## src/rtl/dchain_pkg.sv

```systemverilog
package dchain_pkg;
  localparam int unsigned CMD_W = 16;

  typedef enum logic [1:0] {
    ST_IDLE,
    ST_LOW,
    ST_HIGH,
    ST_TRAIL
  } dc_state_e;
endpackage

```

## src/rtl/dchain_tick.sv

```systemverilog
module dchain_tick #(
  parameter int unsigned DIV_W = 8
) (
  input  logic             clk_i,
  input  logic             rst_ni,
  input  logic             clr_i,
  input  logic [DIV_W-1:0] div_i,
  output logic             tick_o
);
  logic [DIV_W-1:0] cnt_q;
  logic [DIV_W-1:0] lim;

  assign lim    = (div_i == '0) ? '0 : div_i - 1'b1;
  assign tick_o = !clr_i && (cnt_q == lim);

  always_ff @(posedge clk_i or negedge rst_ni) begin
    if (!rst_ni)                cnt_q <= '0;
    else if (clr_i || tick_o)   cnt_q <= '0;
    else                        cnt_q <= cnt_q + 1'b1;
  end
endmodule

```

## src/rtl/dchain_txframe.sv

```systemverilog
module dchain_txframe #(
  parameter int unsigned N_DEV   = 4,
  parameter int unsigned FRAME_W = 32,
  parameter int unsigned CMD_W   = 16,
  localparam int unsigned TOT_W  = FRAME_W * N_DEV
) (
  input  logic [N_DEV-1:0][CMD_W-1:0] cmd_i,
  output logic [TOT_W-1:0]            frame_o
);
  localparam int unsigned PAD_W = FRAME_W - CMD_W;

  // Each chain position gets the same bit slice it will be received in,
  // so the farthest device ends up in the top field and is sent first.
  for (genvar k = 0; k < N_DEV; k++) begin : g_field
    if (PAD_W > 0) begin : g_pad
      assign frame_o[k*FRAME_W + CMD_W +: PAD_W] = '0;
    end
    assign frame_o[k*FRAME_W +: CMD_W] = cmd_i[k];
  end
endmodule

```

## src/rtl/dchain_shreg.sv

```systemverilog
module dchain_shreg #(
  parameter int unsigned TOT_W = 128
) (
  input  logic             clk_i,
  input  logic             rst_ni,
  input  logic             load_i,
  input  logic [TOT_W-1:0] load_val_i,
  input  logic             tx_shift_i,
  input  logic             rx_shift_i,
  input  logic             sin_i,
  output logic             sout_o,
  output logic [TOT_W-1:0] rx_q_o
);
  logic [TOT_W-1:0] tx_q;

  always_ff @(posedge clk_i or negedge rst_ni) begin
    if (!rst_ni)         tx_q <= '0;
    else if (load_i)     tx_q <= load_val_i;
    else if (tx_shift_i) tx_q <= {tx_q[TOT_W-2:0], 1'b0};
  end

  always_ff @(posedge clk_i or negedge rst_ni) begin
    if (!rst_ni)         rx_q_o <= '0;
    else if (rx_shift_i) rx_q_o <= {rx_q_o[TOT_W-2:0], sin_i};
  end

  assign sout_o = tx_q[TOT_W-1];
endmodule

```

## src/rtl/dchain_spi_host.sv

```systemverilog
module dchain_spi_host
  import dchain_pkg::*;
#(
  parameter int unsigned N_DEV   = 4,
  parameter int unsigned FRAME_W = 32,
  parameter int unsigned DIV_W   = 8,
  localparam int unsigned TOT_W  = FRAME_W * N_DEV,
  localparam int unsigned CNT_W  = $clog2(TOT_W)
) (
  input  logic                          clk_i,
  input  logic                          rst_ni,
  input  logic                          start_i,
  input  logic [DIV_W-1:0]              div_i,
  input  logic [N_DEV-1:0][CMD_W-1:0]   cmd_i,
  output logic                          busy_o,
  output logic                          done_o,
  output logic [N_DEV-1:0][FRAME_W-1:0] rx_o,
  output logic                          cs_n_o,
  output logic                          sclk_o,
  output logic                          mosi_o,
  input  logic                          miso_i
);
  dc_state_e        state_q;
  logic [CNT_W-1:0] bit_q;
  logic [DIV_W-1:0] div_q;
  logic             tick;
  logic             accept;
  logic             last_bit;
  logic             tx_shift;
  logic             rx_shift;
  logic [TOT_W-1:0] frame;
  logic [TOT_W-1:0] rx_q;

  assign accept   = (state_q == ST_IDLE) && start_i;
  assign last_bit = (bit_q == CNT_W'(TOT_W - 1));
  assign rx_shift = (state_q == ST_LOW) && tick;
  assign tx_shift = (state_q == ST_HIGH) && tick && !last_bit;
  assign busy_o   = (state_q != ST_IDLE);

  dchain_tick #(.DIV_W(DIV_W)) u_tick (
    .clk_i  (clk_i),
    .rst_ni (rst_ni),
    .clr_i  (accept),
    .div_i  (div_q),
    .tick_o (tick)
  );

  dchain_txframe #(.N_DEV(N_DEV), .FRAME_W(FRAME_W), .CMD_W(CMD_W)) u_txframe (
    .cmd_i   (cmd_i),
    .frame_o (frame)
  );

  dchain_shreg #(.TOT_W(TOT_W)) u_shreg (
    .clk_i      (clk_i),
    .rst_ni     (rst_ni),
    .load_i     (accept),
    .load_val_i (frame),
    .tx_shift_i (tx_shift),
    .rx_shift_i (rx_shift),
    .sin_i      (miso_i),
    .sout_o     (mosi_o),
    .rx_q_o     (rx_q)
  );

  always_ff @(posedge clk_i or negedge rst_ni) begin
    if (!rst_ni) begin
      state_q <= ST_IDLE;
      bit_q   <= '0;
      div_q   <= '0;
      cs_n_o  <= 1'b1;
      sclk_o  <= 1'b0;
      done_o  <= 1'b0;
      rx_o    <= '0;
    end else begin
      done_o <= 1'b0;
      unique case (state_q)
        ST_IDLE: if (start_i) begin
          div_q   <= div_i;
          bit_q   <= '0;
          cs_n_o  <= 1'b0;
          state_q <= ST_LOW;
        end
        ST_LOW: if (tick) begin
          sclk_o  <= 1'b1;
          state_q <= ST_HIGH;
        end
        ST_HIGH: if (tick) begin
          sclk_o <= 1'b0;
          if (last_bit) begin
            state_q <= ST_TRAIL;
          end else begin
            bit_q   <= bit_q + 1'b1;
            state_q <= ST_LOW;
          end
        end
        ST_TRAIL: if (tick) begin
          cs_n_o  <= 1'b1;
          done_o  <= 1'b1;
          rx_o    <= rx_q;
          state_q <= ST_IDLE;
        end
        default: state_q <= ST_IDLE;
      endcase
    end
  end
endmodule

```

## config.mk

```make
export PLATFORM = sky130hd
export DESIGN_NAME = dchain_spi_host
export DESIGN_NICKNAME = d
export VERILOG_FILES = /design/src/rtl/dchain_pkg.sv /design/src/rtl/dchain_tick.sv /design/src/rtl/dchain_txframe.sv /design/src/rtl/dchain_shreg.sv /design/src/rtl/dchain_spi_host.sv
export SDC_FILE = /design/constraint.sdc
export NUM_CORES = 1
export LEC_CHECK = 0
export ABC_AREA = 1
export BUFFER_PORTS_ARGS = -buffer_cell sky130_fd_sc_hd__clkbuf_2
export CORE_MARGIN = 3
export CORE_UTILIZATION = 30
export CTS_BUF_LIST = sky130_fd_sc_hd__clkbuf_4 sky130_fd_sc_hd__clkbuf_8
export CTS_CLUSTER_SIZE = 16
export DETAILED_ROUTE_END_ITERATION = 7
export GPL_TIMING_DRIVEN = 0
export PLACE_DENSITY = 0.48
export SYNTH_ARGS = -nofsm -noshare
export SYNTH_HDL_FRONTEND = slang
export SYNTH_SLANG_ARGS = --single-unit
```

## constraint.sdc

```tcl
create_clock -name clk_i -period 6.6 [get_ports clk_i]
set_clock_uncertainty 0.05 [all_clocks]
set_input_delay 0 -clock clk_i [delete_from_list [all_inputs] [get_ports clk_i]]
set_output_delay 0 -clock clk_i [all_outputs]
set_load 0.05 [all_outputs]
```

Word-level counts from Yosys, hierarchy flattened
Index checks and enable logic that the tools add are counted.

word-level totals
  register bits = 412
  bits of input ports = 76

cells by class
  equal/unequal tests = 10
  add/sub/neg operators = 3
  reduce and logical (&&, ||, !) cells = 21
  multiplexer cells = 21

operators with widths
  cell                                               number
  two-way mux 128 bit                                2
  two-way mux 7 bit                                  3
  two-way mux 8 bit                                  2
  one-hot mux 7 bit (2 select lines)                 1
  two-way mux 2 bit                                  5
  inequality test 2 bit (second input constant)      5
  nonzero test 2 bit                                 5
  adder 8 x 1 -> 8 bit (second input constant)       1
  == test 8 bit                                      1
  zero test 8 bit                                    1
  one-hot mux 2 bit (4 select lines)                 1
  AND reduction 4 bit                                2
  subtractor 8 x 1 -> 8 bit (second input constant)  1
  adder 7 x 1 -> 7 bit (second input constant)       1
  == test 7 bit (second input constant)              1
  AND reduction 3 bit                                2
  logical AND 1 bit                                  5
  two-way mux 1 bit                                  5
  == test 2 bit (second input constant)              2
  one-hot mux 1 bit (2 select lines)                 2
  AND reduction 2 bit                                2
  == test 2 x 1 -> 1 bit (second input constant)     1
  zero test 1 bit                                    2
  zero test 2 bit                                    1
  logical OR 1 bit                                   1

Longest topological paths before layout
  depth in word-level cells = 8
  mapped depth = 18
  depth with buffers taken out = 15

By module
A second synthesis with hierarchy kept.

unflattened totals
  cell total of the unflattened synthesis = 2078
  area, all modules = 17963.5 µm²

modules (own cells, without submodules)
  module           times used  sequential area each (µm²)  area an instance (µm²)  cells each
  dchain_shreg     1           6406.1                      10443.8                 1173
  dchain_spi_host  1           3704.8                      5799.3                  652
  dchain_txframe   1           0.0                         964.7                   129
  dchain_tick      1           200.2                       755.7                   124

Worst setup path before layout
OpenSTA, ideal clock, no wires.

  path type = flip-flop to flip-flop
  start = reg div_q[0]
  end = reg u_shreg.tx_q[49]
  clock period less this slack = 2380 ps
  buffers on the path = 3
  cell stages (with the launch flop) = 17
  arrival time = 2213 ps
  data required time = 6433 ps
  slack = 4220 ps
  cell sequence = dfrtp_1 inv_1 ha_1 nand2_1 nor2_2 nand2_1 buf_6 nand4_1 nand2_1 nor2_1 nand3_4 nand2_4 nand2_1 buf_2 buf_2 nand2_1 nand2_1

between the ends
  longest elaborated chain between the ends = 7

ends and longest elaborated chain
  element                                                       line                   source
  start, declared                                               dchain_spi_host.sv:25  logic [DIV_W-1:0] div_q;
  start signal, assigned                                        dchain_spi_host.sv:78  div_q <= div_i;
  subtractor 8 x 1 -> 8 bit or zero test 8 bit (tied branches)  dchain_tick.sv:13      assign lim = (div_i == '0) ? '0 : div_i - 1'b1;
  two-way mux 8 bit (*)                                         dchain_tick.sv:13
  == test 8 bit (*)                                             dchain_tick.sv:14      assign tick_o = !clr_i && (cnt_q == lim);
  logical AND 1 bit (*)                                         dchain_tick.sv:14
  logical AND 1 bit (*) (2 in series)                           dchain_spi_host.sv:37  assign tx_shift = (state_q == ST_HIGH) && tick && !last_bit;
  nonzero test 2 bit (no source line) (*)                       -
  end signal, assigned                                          dchain_shreg.sv:18     else if (load_i) tx_q <= load_val_i;
  end signal, assigned                                          dchain_shreg.sv:19     else if (tx_shift_i) tx_q <= {tx_q[TOT_W-2:0], 1'b0};
  end, declared                                                 dchain_shreg.sv:14     logic [TOT_W-1:0] tx_q;

Every way passes the cells marked *; elsewhere a longest branch is shown, timed or not.
A chain may end at the register's enable or synchronous reset.

Worst setup path after layout
  start = reg div_q[0]
  end = reg rx_o[19] (netlist name)

between the ends
  longest elaborated chain between the ends = 5

ends and longest elaborated chain
  element                                                       line                   source
  subtractor 8 x 1 -> 8 bit or zero test 8 bit (tied branches)  dchain_tick.sv:13
  two-way mux 8 bit (*)                                         dchain_tick.sv:13
  == test 8 bit (*)                                             dchain_tick.sv:14
  logical AND 1 bit (*)                                         dchain_tick.sv:14
  AND reduction 2 bit (no source line) (*)                      -
  end signal, assigned                                          dchain_spi_host.sv:99  rx_o <= rx_q;
  end, declared                                                 dchain_spi_host.sv:17  output logic [N_DEV-1:0][FRAME_W-1:0] rx_o,

Marked as above.

==> reports/qor_table.md <==
| Item | Value |
|---|---|
| VDD IR-drop max | 0.143 mV |
| Sequential area share after synthesis | 55.6% |
| Layout filler cell count | 6350 |
| CP max stage delay | 0.51 ns |
| Global Route Usage Sum | 15.5% |
| CP cell instances | inv_1 > ha_1 > nand2_1 > nor2_2 > nand2_1 > buf_6 > nand2_1 > nand2_1 > nand2_1 > nor2_1 > nand3_1 > inv_1 > nand3_1 > buf_2 > clkbuf_1 > nand2_1 > nand2_1 > inv_1 |
| Final core utilization | 37.8% |
| Post-synthesis adder-cell area fraction | 0.202% |
| Input/output buffers | 208 |
| P_leak | 0.0130 µW |
| Capturing point of the worst reg2reg path | rx_o[19] |
| Worst slew margin relative to its limit | 46.2% |
| Library cell used as clock root buffer | clkbuf_8 |
| Number of global-route vias before repair | 15.5k |
| Class of the tightest hold or removal check | input pin to register |
| Synthesized-area fraction occupied by ao, oa, aoi and oai cells | 3.91% |
| Cell Pwr Density | 328 mW/mm² |
| Sum of internal, switching and leakage power | 7540 µW |
| Number of top-level pins | 209 |
| Area enclosed by the die boundary | 0.0649 mm² |
| Launch instance of the worst min-delay path | div_i[3] |
| Number of buffers on the longest clock path | 3 |
| Final global-route overflow total | 0 |
| Largest driver fanout on the critical path | 10 |
| Fraction of final layout cells sized beyond drive strength 1 | 14.7% |
| Die extent in y | 255 µm |
| Die X-Extent | 255 µm |
| Count of synthesis-stage warnings from yosys | 0 |
| Gates resized, CTS repair | 0 |
| Worst R2R Path Depth | 18 |
| Type of the worst setup path | register to register |
| Setup repair after global routing missed its margin | no |
| Start of the worst register-to-register path | div_q[0] |
| Setup slack of the most critical reg-to-reg path | 3.28 ns |
| Proportion of netlist area held by the largest area contributor | 55.4% |
| Number of maximum-capacitance violations | 0 |
| Summed instance area of the synthesized netlist | 0.0186 mm² |
| Critical path's slowest cell | clkbuf_1 |
| CP endpoint kind | register |
| Number of buffers inserted by post-CTS setup repair | 0 |
| Final setup fails | 0 |
| Total wire length | 49.4 mm |
| Estimated wirelength of the detail-placed design | 33.6 mm |
| Synthesized-area fraction occupied by xor and xnor cells | 0.330% |
| Post-synthesis to final-layout area growth | 24.0% |
| Clock latency of the later-clocked register in the worst-skew pair | 0.63 ns |
| Antenna Violating Nets Remaining | 0 |
| CP arrival | 3.78 ns |
| Routability congestion estimate from global placement | 0.791 |
| Number of antenna violations at the first check in global routing | 1 |
| Least-Margin Pin Slew | 0.807 ns |
| Post-Synthesis Mean Instance Area | 7.77 µm² |
| Final Slew Violations | 0 |
| Synth area leaders | dfrtp_1 55%, nand2_1 19%, inv_1 8.5% |
| TritonCTS clock tree | done |
| Post-synthesis cell count | 2389 |
| Core ar. | 0.0608 mm² |
| Post-synth net total | 2468 |
| Startpoint types | register |
| 1st-iter DRT viols | 1014 |
| Required @ worst endpoint | 7.07 ns |
| Number of distinct library cells after synthesis | 28 |
| Drt wl/cell | 13.8 µm |
| Run status | completed |
| Total count of hold-check failures in the final report | 0 |
| #FFs+latches synth | 412 |
| Via total after detailed routing | 15.7k |
| Main combinational cell family by area after synthesis | simple AND/OR/NAND/NOR gates |
| First-pass GRT wire length | 81.0 mm |
| Cts hold-fix bufs | 76 |
| End point of the worst hold path | div_q[3] |
| Net count reported at finish | 2835 |
| Minimum period implied by the final worst setup slack | 3.32 ns |
| Final Cell Area | 0.0230 mm² |
| Count of clock tree sinks | 412 |
| Post-place instance area | 0.0207 mm² |
| Multiplexer area fraction after synthesis | 0% |
| Num rows | 90 |
| Post-synthesis share of cell area spent on and, or, nand and nor gates | 28.0% |
| Detailed Routing Iterations Pass 1 | 5 |
| Cell type with the highest occurrence count on the critical path | nand2_1 |
| DR vias/cell | 4.37 |
| Total DRC errors in the routed layout | 0 |
| Maximum level of the CTS H-tree | 3 |
| Number of cells on the worst hold path | 4 |
| Yosys top cell by area | dfrtp_1 |
| Largest net degree at the start of global routing | 105 |
| Highest attainable clock frequency | 302 MHz |
| Initial standard-cell utilization of the core | 30.5% |
| Post-route fraction of the period consumed by the critical path | 50.2% |
| Clock transition at the registers of the reported paths | 0.06 ns |
| Cts bufs inserted | 77 |
## stage by stage
stage | worst slack (ns) | cells | hold slack, ns | TNS [ns]
global placement | -4.29 | 3379 | 0.165 | -1735.47
CTS | 3.19 | 3589 | 0.0199 | 0
floorplan | 4.22 | 2389 | -0.346 | 0
global route | 2.80 | 3590 | 0.0779 | 0
finish | 3.28 | 3590 | 0.0925 | 0
detailed placement | 3.19 | 3383 | -0.0206 | 0
## registers in the layout, summed over array words and instances, names as in the netlist, 2 cells and up
register / flops
bit_q: 7
u_shreg.rx_q_o: 128
u_tick.cnt_q: 8
u_shreg.tx_q: 128
state_q: 2
rx_o: 128
div_q: 8
## power by group
part           internal, µW  switching, µW
Sequential             2810            184
Clock                  1420           1070
Combinational           597           1470
Total                  4820           2720
## logic make-up after synthesis
logic type,after synthesis
adder cells (fa/ha/maj),3
buffers and inverters,552
flip-flops,412
AO/OA/AOI/OAI,144
XOR/XNOR,7
AND/OR/NAND/NOR,1271
## cell usage after synthesis
master      n
a21oi_1     1
a31oi_1     1
buf_1       6
buf_2      48
buf_4       1
buf_6      11
clkbuf_1   62
dfrtp_1   411
dfstp_2     1
ha_1        3
inv_1     421
inv_2       3
nand2_1   934
nand2_4     1
nand3_1   279
nand3_4     1
nand3b_1    2
nand4_1     5
nor2_1     37
nor2_2      2
nor2_4      2
nor3_1      5
nor3b_1     3
o21ai_0    57
o21ai_1    84
o21bai_1    1
xnor2_1     1
xor2_1      6
## worst max-delay path by stage
| stage | startpoint | endpoint | cells after the start |
|---|---|---|---|
| after floorplan | div_q[0] | u_shreg.tx_q[49] | 16 |
| after global placement | rst_ni | u_shreg.tx_q[106] | 1 |
| after detailed placement | div_q[0] | rx_o[17] | 18 |
| after CTS | div_q[0] | rx_o[17] | 18 |
| after global routing | div_q[0] | rx_o[18] | 18 |
| final | div_q[0] | rx_o[19] | 18 |
## layout by cell type, fill, tap and decap left out
master	Yosys	routed
nand2_1	934	934
inv_1	421	421
dfrtp_1	411	411
nand3_1	279	279
clkbuf_2	0	207
clkbuf_8	0	91
o21ai_1	84	84
dlygate4sd3_1	0	75
clkbuf_1	62	62
o21ai_0	57	57
buf_2	48	48
nor2_1	37	37
clkbuf_4	0	33
buf_6	11	11
xor2_1	6	6
buf_1	6	6
nand4_1	5	5
nor3_1	5	5
buf_16	0	5
clkinv_2	0	4
inv_2	3	3
nor3b_1	3	3
ha_1	3	3
nor2_2	2	2
nand3b_1	2	2
nor2_4	2	2
inv_6	0	2
diode_2	0	1
nand3_4	1	1
a31oi_1	1	1
nand2_4	1	1
buf_4	1	1
xnor2_1	1	1
o21bai_1	1	1
a21oi_1	1	1
inv_8	0	1
dfstp_2	1	1
## final cells by class
cell class | count | area [µm²] | area share, %
well taps | 782 | 978 | 4.25
clock buffers | 123 | 1490 | 6.46
clock inverters | 7 | 48.8 | 0.212
plain buffers | 128 | 627 | 2.72
multi-input cells | 1425 | 6020 | 26.2
diodes | 1 | 2.50 | 0.0109
repair buffers | 288 | 1940 | 8.42
inverters | 424 | 1590 | 6.92
flip-flops and latches | 412 | 10300 | 44.8
## worst max-delay path: cells and delay by family, from the launching register on
| kind | cells | cell delay, ns |
|---|---|---|
| DFF | 1 | 0.37 |
| and+or+nand+nor | 11 | 1.10 |
| adders and majority gates | 1 | 0.30 |
| buffers and inverters | 6 | 1.38 |
## per-layer routing
| layer | routed length, µm | global-route usage [%] |
|---|---|---|
| met2 | 22400 | 24.5 |
| met1 | 23000 | 21.0 |
| met4 | 1120 | 5.51 |
| met3 | 2880 | 3.64 |
| met5 | 0 | 0 |
No activity file was read; power rests on OpenSTA's default activity.
